## src/rtl/frc_pkg.sv

```systemverilog
package frc_pkg;

    localparam int unsigned FRC_ADDR_W = 3;
    localparam int unsigned FRC_PRE_W  = 3;

    typedef enum logic [1:0] {
        CSEL_DIV2 = 2'd0,
        CSEL_DIV4 = 2'd1,
        CSEL_DIV8 = 2'd2,
        CSEL_EXT  = 2'd3
    } csel_e;

    typedef enum logic [FRC_ADDR_W-1:0] {
        RA_MAIN_HI = 3'd0,
        RA_MAIN_LO = 3'd1,
        RA_ALT_HI  = 3'd2,
        RA_ALT_LO  = 3'd3,
        RA_STATUS  = 3'd4,
        RA_CONTROL = 3'd5
    } raddr_e;

    typedef enum logic {
        FLG_IDLE  = 1'b0,
        FLG_ARMED = 1'b1
    } flg_st_e;

    typedef enum logic {
        HOLD_LIVE = 1'b0,
        HOLD_HELD = 1'b1
    } hold_st_e;

endpackage

```

## src/rtl/frc_prescaler.sv

```systemverilog
module frc_prescaler
    import frc_pkg::*;
#(
    parameter int unsigned DIV_W  = FRC_PRE_W,
    parameter int unsigned SYNC_N = 2
) (
    input  logic  clk,
    input  logic  rst_n,
    input  logic  restart,
    input  csel_e sel,
    input  logic  ext_in,
    output logic  tick
);

    localparam int unsigned PIPE_W = SYNC_N + 1;

    logic [DIV_W-1:0]  div_q;
    logic [PIPE_W-1:0] ext_q;
    logic              ext_rise;

    // divider runs freely and restarts with the counter
    always_ff @(posedge clk or negedge rst_n) begin
        if (!rst_n) begin
            div_q <= '0;
        end else if (restart) begin
            div_q <= '0;
        end else begin
            div_q <= div_q + DIV_W'(1);
        end
    end

    // synchronizer stages followed by one history stage
    always_ff @(posedge clk or negedge rst_n) begin
        if (!rst_n) begin
            ext_q <= '0;
        end else begin
            ext_q <= {ext_q[PIPE_W-2:0], ext_in};
        end
    end

    assign ext_rise = ext_q[SYNC_N-1] & ~ext_q[SYNC_N];

    always_comb begin
        unique case (sel)
            CSEL_DIV2: tick = div_q[0];
            CSEL_DIV4: tick = &div_q[1:0];
            CSEL_DIV8: tick = &div_q[DIV_W-1:0];
            CSEL_EXT:  tick = ext_rise;
        endcase
    end

endmodule

```

## src/rtl/frc_counter.sv

```systemverilog
module frc_counter #(
    parameter int unsigned         CNT_W  = 16,
    parameter logic [CNT_W-1:0]    RELOAD = 16'hFFFC
) (
    input  logic             clk,
    input  logic             rst_n,
    input  logic             reload,
    input  logic             tick,
    output logic [CNT_W-1:0] cnt,
    output logic             wrap_ev,
    output logic             wrap_pulse
);

    logic [CNT_W-1:0] cnt_q;
    logic             pulse_q;

    assign wrap_ev = tick & (&cnt_q) & ~reload;

    always_ff @(posedge clk or negedge rst_n) begin
        if (!rst_n) begin
            cnt_q   <= RELOAD;
            pulse_q <= 1'b0;
        end else if (reload) begin
            cnt_q   <= RELOAD;
            pulse_q <= 1'b0;
        end else begin
            if (tick) begin
                cnt_q <= cnt_q + CNT_W'(1);
            end
            pulse_q <= wrap_ev;
        end
    end

    assign cnt        = cnt_q;
    assign wrap_pulse = pulse_q;

endmodule

```

## src/rtl/frc_flag_ctl.sv

```systemverilog
module frc_flag_ctl
    import frc_pkg::*;
(
    input  logic clk,
    input  logic rst_n,
    input  logic set_ev,
    input  logic stat_rd,
    input  logic lo_rd,
    output logic flag,
    output logic armed
);

    flg_st_e state_q, state_d;
    logic    flag_q, flag_d;

    // state register
    always_ff @(posedge clk or negedge rst_n) begin
        if (!rst_n) begin
            state_q <= FLG_IDLE;
            flag_q  <= 1'b0;
        end else begin
            state_q <= state_d;
            flag_q  <= flag_d;
        end
    end

    // transitions: arm, clear; a new rollover always wins over clear
    always_comb begin
        state_d = state_q;
        flag_d  = flag_q;
        unique case (state_q)
            FLG_IDLE: begin
                if (stat_rd && flag_q) begin
                    state_d = FLG_ARMED;
                end
            end
            FLG_ARMED: begin
                if (lo_rd) begin
                    state_d = FLG_IDLE;
                    flag_d  = 1'b0;
                end
            end
        endcase
        if (set_ev) begin
            flag_d = 1'b1;
        end
    end

    // outputs
    always_comb begin
        flag  = flag_q;
        armed = (state_q == FLG_ARMED);
    end

endmodule

```

## src/rtl/frc_byte_hold.sv

```systemverilog
module frc_byte_hold
    import frc_pkg::*;
#(
    parameter int unsigned BW = 8
) (
    input  logic          clk,
    input  logic          rst_n,
    input  logic          hi_rd,
    input  logic          lo_rd,
    input  logic [BW-1:0] live_lo,
    output logic [BW-1:0] lo_view
);

    hold_st_e      state_q, state_d;
    logic [BW-1:0] hold_q;

    always_ff @(posedge clk or negedge rst_n) begin
        if (!rst_n) begin
            state_q <= HOLD_LIVE;
            hold_q  <= '0;
        end else begin
            state_q <= state_d;
            if (hi_rd) begin
                hold_q <= live_lo;
            end
        end
    end

    // transitions: capture on high read, release on low read
    always_comb begin
        state_d = state_q;
        unique case (state_q)
            HOLD_LIVE: if (hi_rd) state_d = HOLD_HELD;
            HOLD_HELD: if (hi_rd) state_d = HOLD_HELD;
                       else if (lo_rd) state_d = HOLD_LIVE;
        endcase
    end

    always_comb begin
        lo_view = (state_q == HOLD_HELD) ? hold_q : live_lo;
    end

endmodule

```

## src/rtl/frc_timebase.sv

```systemverilog
module frc_timebase
    import frc_pkg::*;
#(
    parameter int unsigned BYTE_W     = 8,
    parameter int unsigned RELOAD_VAL = 32'h0000_FFFC,
    parameter int unsigned SYNC_N     = 2
) (
    input  logic                  clk,
    input  logic                  rst_n,
    input  logic                  bus_sel,
    input  logic                  bus_rd,
    input  logic                  bus_wr,
    input  logic [FRC_ADDR_W-1:0] bus_addr,
    input  logic [BYTE_W-1:0]     bus_wdata,
    output logic [BYTE_W-1:0]     bus_rdata,
    input  logic                  ext_clk,
    output logic                  ovf_irq,
    output logic                  ovf_pulse
);

    localparam int unsigned    CNT_W    = 2 * BYTE_W;
    localparam logic [CNT_W-1:0] RELOAD_C = CNT_W'(RELOAD_VAL);
    localparam int unsigned    N_PAIRS  = 2;

    logic              rd_stb, wr_stb;
    logic              reload, tick, wrap_ev;
    logic [CNT_W-1:0]  cnt_q;
    logic [BYTE_W-1:0] cnt_hi, cnt_lo;
    logic              flag_q, flag_armed;
    logic              stat_rd;
    csel_e             csel_q;
    logic              ovf_en_q;
    logic [N_PAIRS-1:0] hi_rd, lo_rd;
    logic [BYTE_W-1:0] lo_view [N_PAIRS];
    logic              unused_wbits;

    assign rd_stb  = bus_sel & bus_rd;
    assign wr_stb  = bus_sel & bus_wr;
    assign reload  = wr_stb & ((bus_addr == RA_MAIN_LO) | (bus_addr == RA_ALT_LO));
    assign stat_rd = rd_stb & (bus_addr == RA_STATUS);
    assign cnt_hi  = cnt_q[CNT_W-1:BYTE_W];
    assign cnt_lo  = cnt_q[BYTE_W-1:0];
    assign unused_wbits = ^bus_wdata[BYTE_W-2:2];

    // control byte
    always_ff @(posedge clk or negedge rst_n) begin
        if (!rst_n) begin
            csel_q   <= CSEL_DIV2;
            ovf_en_q <= 1'b0;
        end else if (wr_stb && (bus_addr == RA_CONTROL)) begin
            csel_q   <= csel_e'(bus_wdata[1:0]);
            ovf_en_q <= bus_wdata[BYTE_W-1];
        end
    end

    frc_prescaler #(
        .DIV_W (FRC_PRE_W),
        .SYNC_N(SYNC_N)
    ) u_pre (
        .clk    (clk),
        .rst_n  (rst_n),
        .restart(reload),
        .sel    (csel_q),
        .ext_in (ext_clk),
        .tick   (tick)
    );

    frc_counter #(
        .CNT_W (CNT_W),
        .RELOAD(RELOAD_C)
    ) u_cnt (
        .clk       (clk),
        .rst_n     (rst_n),
        .reload    (reload),
        .tick      (tick),
        .cnt       (cnt_q),
        .wrap_ev   (wrap_ev),
        .wrap_pulse(ovf_pulse)
    );

    frc_flag_ctl u_flag (
        .clk    (clk),
        .rst_n  (rst_n),
        .set_ev (wrap_ev),
        .stat_rd(stat_rd),
        .lo_rd  (lo_rd[0]),
        .flag   (flag_q),
        .armed  (flag_armed)
    );

    // pair 0 is the main pair, pair 1 the alias pair
    for (genvar p = 0; p < N_PAIRS; p++) begin : g_pair
        localparam raddr_e HI_A = (p == 0) ? RA_MAIN_HI : RA_ALT_HI;
        localparam raddr_e LO_A = (p == 0) ? RA_MAIN_LO : RA_ALT_LO;

        assign hi_rd[p] = rd_stb & (bus_addr == HI_A);
        assign lo_rd[p] = rd_stb & (bus_addr == LO_A);

        frc_byte_hold #(.BW(BYTE_W)) u_hold (
            .clk    (clk),
            .rst_n  (rst_n),
            .hi_rd  (hi_rd[p]),
            .lo_rd  (lo_rd[p]),
            .live_lo(cnt_lo),
            .lo_view(lo_view[p])
        );
    end

    always_comb begin
        bus_rdata = '0;
        if (rd_stb) begin
            case (raddr_e'(bus_addr))
                RA_MAIN_HI: bus_rdata = cnt_hi;
                RA_MAIN_LO: bus_rdata = lo_view[0];
                RA_ALT_HI:  bus_rdata = cnt_hi;
                RA_ALT_LO:  bus_rdata = lo_view[1];
                RA_STATUS:  bus_rdata = {flag_q, {(BYTE_W-1){1'b0}}};
                RA_CONTROL: bus_rdata = {ovf_en_q, {(BYTE_W-3){1'b0}}, csel_q};
                default:    bus_rdata = '0;
            endcase
        end
    end

    assign ovf_irq = flag_q & ovf_en_q;

endmodule

```

## config.mk

```make
export PLATFORM = sky130hd
export DESIGN_NAME = frc_timebase
export DESIGN_NICKNAME = d
export VERILOG_FILES = /design/src/rtl/frc_pkg.sv /design/src/rtl/frc_prescaler.sv /design/src/rtl/frc_counter.sv /design/src/rtl/frc_flag_ctl.sv /design/src/rtl/frc_byte_hold.sv /design/src/rtl/frc_timebase.sv
export SDC_FILE = /design/constraint.sdc
export NUM_CORES = 1
export LEC_CHECK = 0
export BUFFER_PORTS_ARGS = -buffer_cell sky130_fd_sc_hd__buf_4
export CAP_MARGIN = 40
export CORE_UTILIZATION = 38
export CTS_CLUSTER_DIAMETER = 150
export CTS_CLUSTER_SIZE = 10
export DETAILED_ROUTE_END_ITERATION = 10
export GPL_ROUTABILITY_DRIVEN = 0
export SKIP_LAST_GASP = 1
export SLEW_MARGIN = 20
export SYNTH_ARGS = -nofsm -noshare
export SYNTH_HDL_FRONTEND = slang
export SYNTH_SLANG_ARGS = --single-unit
export TNS_END_PERCENT = 5
```

## constraint.sdc

```tcl
create_clock -name clk -period 2.1 [get_ports clk]
set_input_delay 0 -clock clk [delete_from_list [all_inputs] [get_ports clk]]
set_output_delay 0 -clock clk [all_outputs]
set_load 0.005 [all_outputs]
```

; ---- Yosys cells after proc, flatten, opt, wreduce, memory -nomap -nowiden
; Index checks and enable logic that the tools add are counted.
[op_classes]
reduce_logical = 12
eq_ne = 8
n_mux = 22
bitwise_logic = 18
n_addsub = 2
[ops]
columns = op, n
row1 = $pmux 8 s5, 1
row2 = $mux 16, 2
row3 = $mux 8, 3
row4 = $add 16x1->16 const B, 1
row5 = $reduce_and 16->1, 1
row6 = $and 1x1->1, 12
row7 = $mux 1, 11
row8 = $eq 3x2->1 const B, 2
row9 = $eq 3x3->1 const B, 2
row10 = $pmux 1 s2, 3
row11 = $reduce_bool 2->1, 3
row12 = $not 1->1, 5
row13 = $eq 2x2->1 const B, 2
row14 = $pmux 1 s4, 1
row15 = $reduce_and 2->1, 2
row16 = $add 3x1->3 const B, 1
row17 = $eq 3x1->1 const B, 1
row18 = $logic_not 3->1, 1
row19 = $mux 3, 1
row20 = $reduce_and 3->1, 1
row21 = $eq 2x1->1 const B, 1
row22 = $logic_and 1x1->1, 2
row23 = $logic_not 2->1, 1
row24 = $reduce_or 2->1, 1
row25 = $or 1x1->1, 1
[word_totals]
out_inout_bits = 10
register_bits = 46
word_cells = 74

; ---- Depth between registers and ports, before layout
[logic_depth]
ltp_word = 7
mapped_depth = 7

; ---- By module
; A second synthesis with hierarchy kept.
[unflattened]
cells_unflattened = 214
area_unflattened_um2 = 2670.1
[by_module_without_submodules]
columns = mod, cells_each, instances, area_per_inst_um2, seq_area_each_um2
row1 = frc_byte_hold, 29, 2, 500.5, 225.2
row2 = frc_counter, 81, 1, 888.4, 442.9
row3 = frc_timebase, 56, 1, 485.5, 75.1
row4 = frc_prescaler, 13, 1, 220.2, 150.1
row5 = frc_flag_ctl, 6, 1, 75.1, 50.0

; ---- Worst setup path after synthesis
; No wires, ideal clock.
[synth_path]
path_type = register to register
from = register u_pre.div_q[0]
to = register u_cnt.cnt_q[13] (netlist: u_cnt.cnt[13])
t_required_ns = 2.012
slack_ns = 0.126
arrival_time_ns = 1.885
stages_incl_launch_ff = 8
period_less_slack_ns = 1.974
setup_ns = 0.088
cell_sequence = dfrtp_1 > ha_1 > ha_1 > inv_1 > mux4_2 > buf_6 > o31ai_1 > or3b_1
[synth_between]
elab_chain_len = 3
word_cells_on_any_way = 4
classes_between = mux: 1 / reduce/logical: 3
[synth_lines]
columns = item, line
row1 = "start, declared", frc_prescaler.sv:17  ; logic [DIV_W-1:0] div_q;
row2 = "start signal, assigned", frc_prescaler.sv:28  ; div_q <= div_q + DIV_W'(1);
row3 = $reduce_and 3->1 / $reduce_and 2->1 (equally long branches), "frc_prescaler.sv:47, frc_prescaler.sv:46"
row4 = $pmux 1 s4 (*), frc_prescaler.sv:44  ; unique case (sel)
row5 = $reduce_bool 2->1 (no line) (*), n/a
row6 = "end signal, assigned", frc_counter.sv:28  ; cnt_q <= cnt_q + CNT_W'(1);
row7 = "end, declared", frc_counter.sv:14  ; logic [CNT_W-1:0] cnt_q;
; Mark *: on every way between the ends. The rest lies on a longest branch, timed or not.
; A chain may end at the register's enable or synchronous reset.

; ---- Worst setup path after layout
[layout_path]
from = register u_pre.div_q[0]
to = register u_cnt.cnt_q[14] (netlist: u_cnt.cnt[14])
; Same word-level chain as after synthesis.

==> results.json <==
{
  "finish.utilization": 0.479,
  "syn_avg_cell_area_um2": 11.0,
  "r2r_setup_slack_ns": 0.09,
  "critPathKind": "register to register",
  "finalHoldViolCount": 0,
  "core_mm2": 0.00631,
  "track_usage": 0.189,
  "die_width_um": 82.7,
  "status": "completed",
  "drt-initial-drc-count": 115,
  "ys_ff_latch": 46,
  "drc": 0,
  "worst_setup_path_start_kind": "register",
  "wl_per_cell_um": 16.6,
  "power.leakage_nw": 1.26,
  "syn-instance-count": 224,
  "design_area_mm2": 0.00302,
  "ys_warn_count": 0,
  "maxSlewHeadroom": 0.604,
  "instances_no_fill": 340,
  "placed_area_mm2": 0.00275,
  "pwr-share-comb": 0.349,
  "vias": 1888,
  "htree_levels": 2,
  "cts_made_buffers": 5,
  "p_per_area_mw_per_mm2": 1230,
  "crit_path_end": "u_cnt.cnt[14]",
  "grt_pass1_wl_um": 9520,
  "grt_max_degree": 47,
  "cts_sinks": 46,
  "drv_cap": 0,
  "yosysUniqueCellTypes": 45,
  "dr.pass1.iters": 4,
  "netlist_area_mm2": 0.00247,
  "dpl.cell_count": 323,
  "initial_core_util": 0.392,
  "area.growth.synth_to_final_pct": 22.2,
  "worstPathArrival_ns": 2.26,
  "required_ns": 2.35,
  "finalSetupViolCount": 0,
  "antenna_cells": 0,
  "finalSetupTns_ns": 0,
  "place_hpwl_um": 3860,
  "cts_buffer_depth": 2,
  "finalWorstPathRequiredPeriod_ns": 2.01,
  "peakVddDrop_v": 0.000551,
  "internal-power_mw": 2.51,
  "max_freq_mhz": 498,
  "crit_path_max_fanout": 8,
  "startpoint": "u_pre.div_q[0]",
  "ys_seq_area_frac": 0.472,
  "first_global_vias": 1898,
  "ant_nets": 0,
  "rows": 29,
  "slew_violations": 0,
  "r2r_end": "u_cnt.cnt[14]",
  "overflow": 0,
  "wl_um": 5660,
  "n_fill_cell": 603,
  "tightest_slew_ns": 0.594,
  "cts_tree": "done",
  "endpoint_kind": "register",
  "drive_above_1_share": 0.392,
  "hold_path_class": "primary input to register",
  "power_switching_mw": 1.21,
  "clk_pin_slew_worst_paths_ns": 0.09,
  "seq_power_share": 0.432,
  "r2r_cells": 7,
  "period_share": 0.956,
  "pwr-share-clk": 0.219,
  "syn_nets": 244,
  "swShare": 0.325,
  "clk_latency_ns": 0.30,
  "r2r-start": "u_pre.div_q[0]",
  "portBuffers": 21,
  "skew_ns": 0.00542,
  "top_level_ports": 27,
  "die-area_mm2": 0.00684,
  "die_y_um": 82.7,
  "antenna_found_initial": 0,
  "root_buffer": "clkbuf_8",
  "fin_nets": 282,
  "vias_per_cell": 5.55
}
synth_stat cells, drive strengths merged:
master / count / area [um2]
or4: 2 / 15.0
a211oi: 1 / 7.51
clkbuf: 5 / 18.8
a22oi: 9 / 67.6
a222oi: 1 / 10.0
inv: 6 / 22.5
a21oi: 12 / 60.1
nand4: 2 / 12.5
o41ai: 1 / 8.76
mux2: 36 / 405
nor3: 1 / 5.00
buf: 4 / 32.5
a22o: 2 / 17.5
a31o: 1 / 8.76
a21o: 1 / 7.51
nand2: 18 / 67.6
nor2: 9 / 36.3
and4: 6 / 52.6
dfstp: 14 / 368
or3: 1 / 7.51
a31oi: 3 / 18.8
nor2b: 2 / 12.5
and3: 12 / 76.3
o31ai: 4 / 30.0
mux2i: 1 / 10.0
mux4: 2 / 48.8
dfrtp: 32 / 801
nor3b: 2 / 15.0
nor4: 4 / 31.3
o21ai: 9 / 45.0
or3b: 2 / 17.5
and2: 7 / 45.1
ha: 3 / 37.5
xnor2: 1 / 8.76
nand3: 6 / 30.0
a41oi: 1 / 8.76
nand2b: 1 / 6.26
per-layer routing:
metal	routed length [um]	global-route usage
met4	63	0.0517
met1	2650	0.259
met2	2820	0.312
met5	0	0
met3	125	0.0264
worst min-delay path by stage:
| stage | startpoint | to | slack [ns] | cells past startpoint |
|---|---|---|---|---|
| after floorplan | rst_n | csel_q[0] | -0.30 | 0 |
| after global placement | rst_n | u_pre.ext_q[0] | 0.05 | 1 |
| after detailed placement | rst_n | u_pre.ext_q[0] | 0.05 | 1 |
| after CTS | bus_addr[2] | u_flag.armed | 0.01 | 2 |
| after global routing | bus_addr[2] | u_flag.armed | 0.02 | 2 |
| final | bus_addr[2] | u_flag.armed | 0.02 | 2 |
cell families after synthesis:
kind of cell | count (synthesis) | share of synthesized area
buffers and inverters | 15 | 0.0298
multiplexers | 39 | 0.188
adder cells (fa/ha/maj) | 3 | 0.0152
AO/OA/AOI/OAI | 45 | 0.117
XOR/XNOR | 1 | 0.00354
flip-flops | 46 | 0.472
AND/OR/NAND/NOR | 75 | 0.174
placed cells by master (no fill, tap or decap), types with 3 or more instances in the layout:
cell type / instances
a21oi_1: 12
a22oi_1: 9
a31oi_1: 3
and2_1: 6
and3_1: 11
and4_1: 6
buf_4: 32
clkbuf_8: 6
dfrtp_1: 32
dfstp_2: 14
dlygate4sd3_1: 7
inv_1: 5
mux2_2: 36
nand2_1: 18
nand3_1: 6
nor2_1: 8
nor4_1: 3
o21ai_0: 9
o31ai_1: 3
power groups by stage:
stage / Sequential (mW) / Clock [mW] / Combinational (mW)
2_1_floorplan: 1.50 / 0 / 0.939
3_3_place_gp: 1.59 / 0 / 1.17
3_5_place_dp: 1.61 / 0 / 1.20
4_1_cts: 1.59 / 0.840 / 1.27
5_1_grt: 1.66 / 0.868 / 1.45
6_report: 1.61 / 0.816 / 1.30
area by class of cell:
type	count	area [um2]	area share
Clock buffer	6	82.6	0.0273
Clock inverter	2	60.1	0.0199
Inverter	6	22.5	0.00745
Multi-Input combinational cell	163	1260	0.417
Sequential cell	46	1170	0.387
Tap cell	77	96.3	0.0319
Timing Repair Buffer	40	330	0.109
through the flow:
| stage | total power, mW | setup slack [ns] | hold slack, ns |
|---|---|---|---|
| floorplan | 2.44 | 0.126 | -0.296 |
| global placement | 2.76 | 0.0532 | 0.0499 |
| detailed placement | 2.81 | -0.0163 | 0.0528 |
| CTS | 3.70 | 0.0117 | 0.00954 |
| global route | 3.98 | -0.0185 | 0.0239 |
| finish | 3.72 | 0.0930 | 0.0243 |
timing repair:
action	4_1_cts	5_1_grt
setup endpoints to repair	1	6
endpoints found under the hold margin	37	0
resized for setup	0	5
pin swaps	0	4
buffers inserted	2	0
hold buffers	7	0
worst max-delay path: stages (launching register included):
cell	delay, ns
dfrtp_1	0.40
ha_4	0.17
ha_4	0.12
inv_1	0.03
mux4_2	0.51
buf_12	0.16
or4_1	0.49
nand3_1	0.08
sequential cells by signal (all words and copies together) (netlist names), 2 cells and up:
name	flops
csel_q	2
g_pair.u_hold.hold_q	16
g_pair.u_hold.state_q	2
u_cnt.cnt	16
u_pre.div_q	3
u_pre.ext_q	3
No activity file was read; power rests on OpenSTA's default activity.
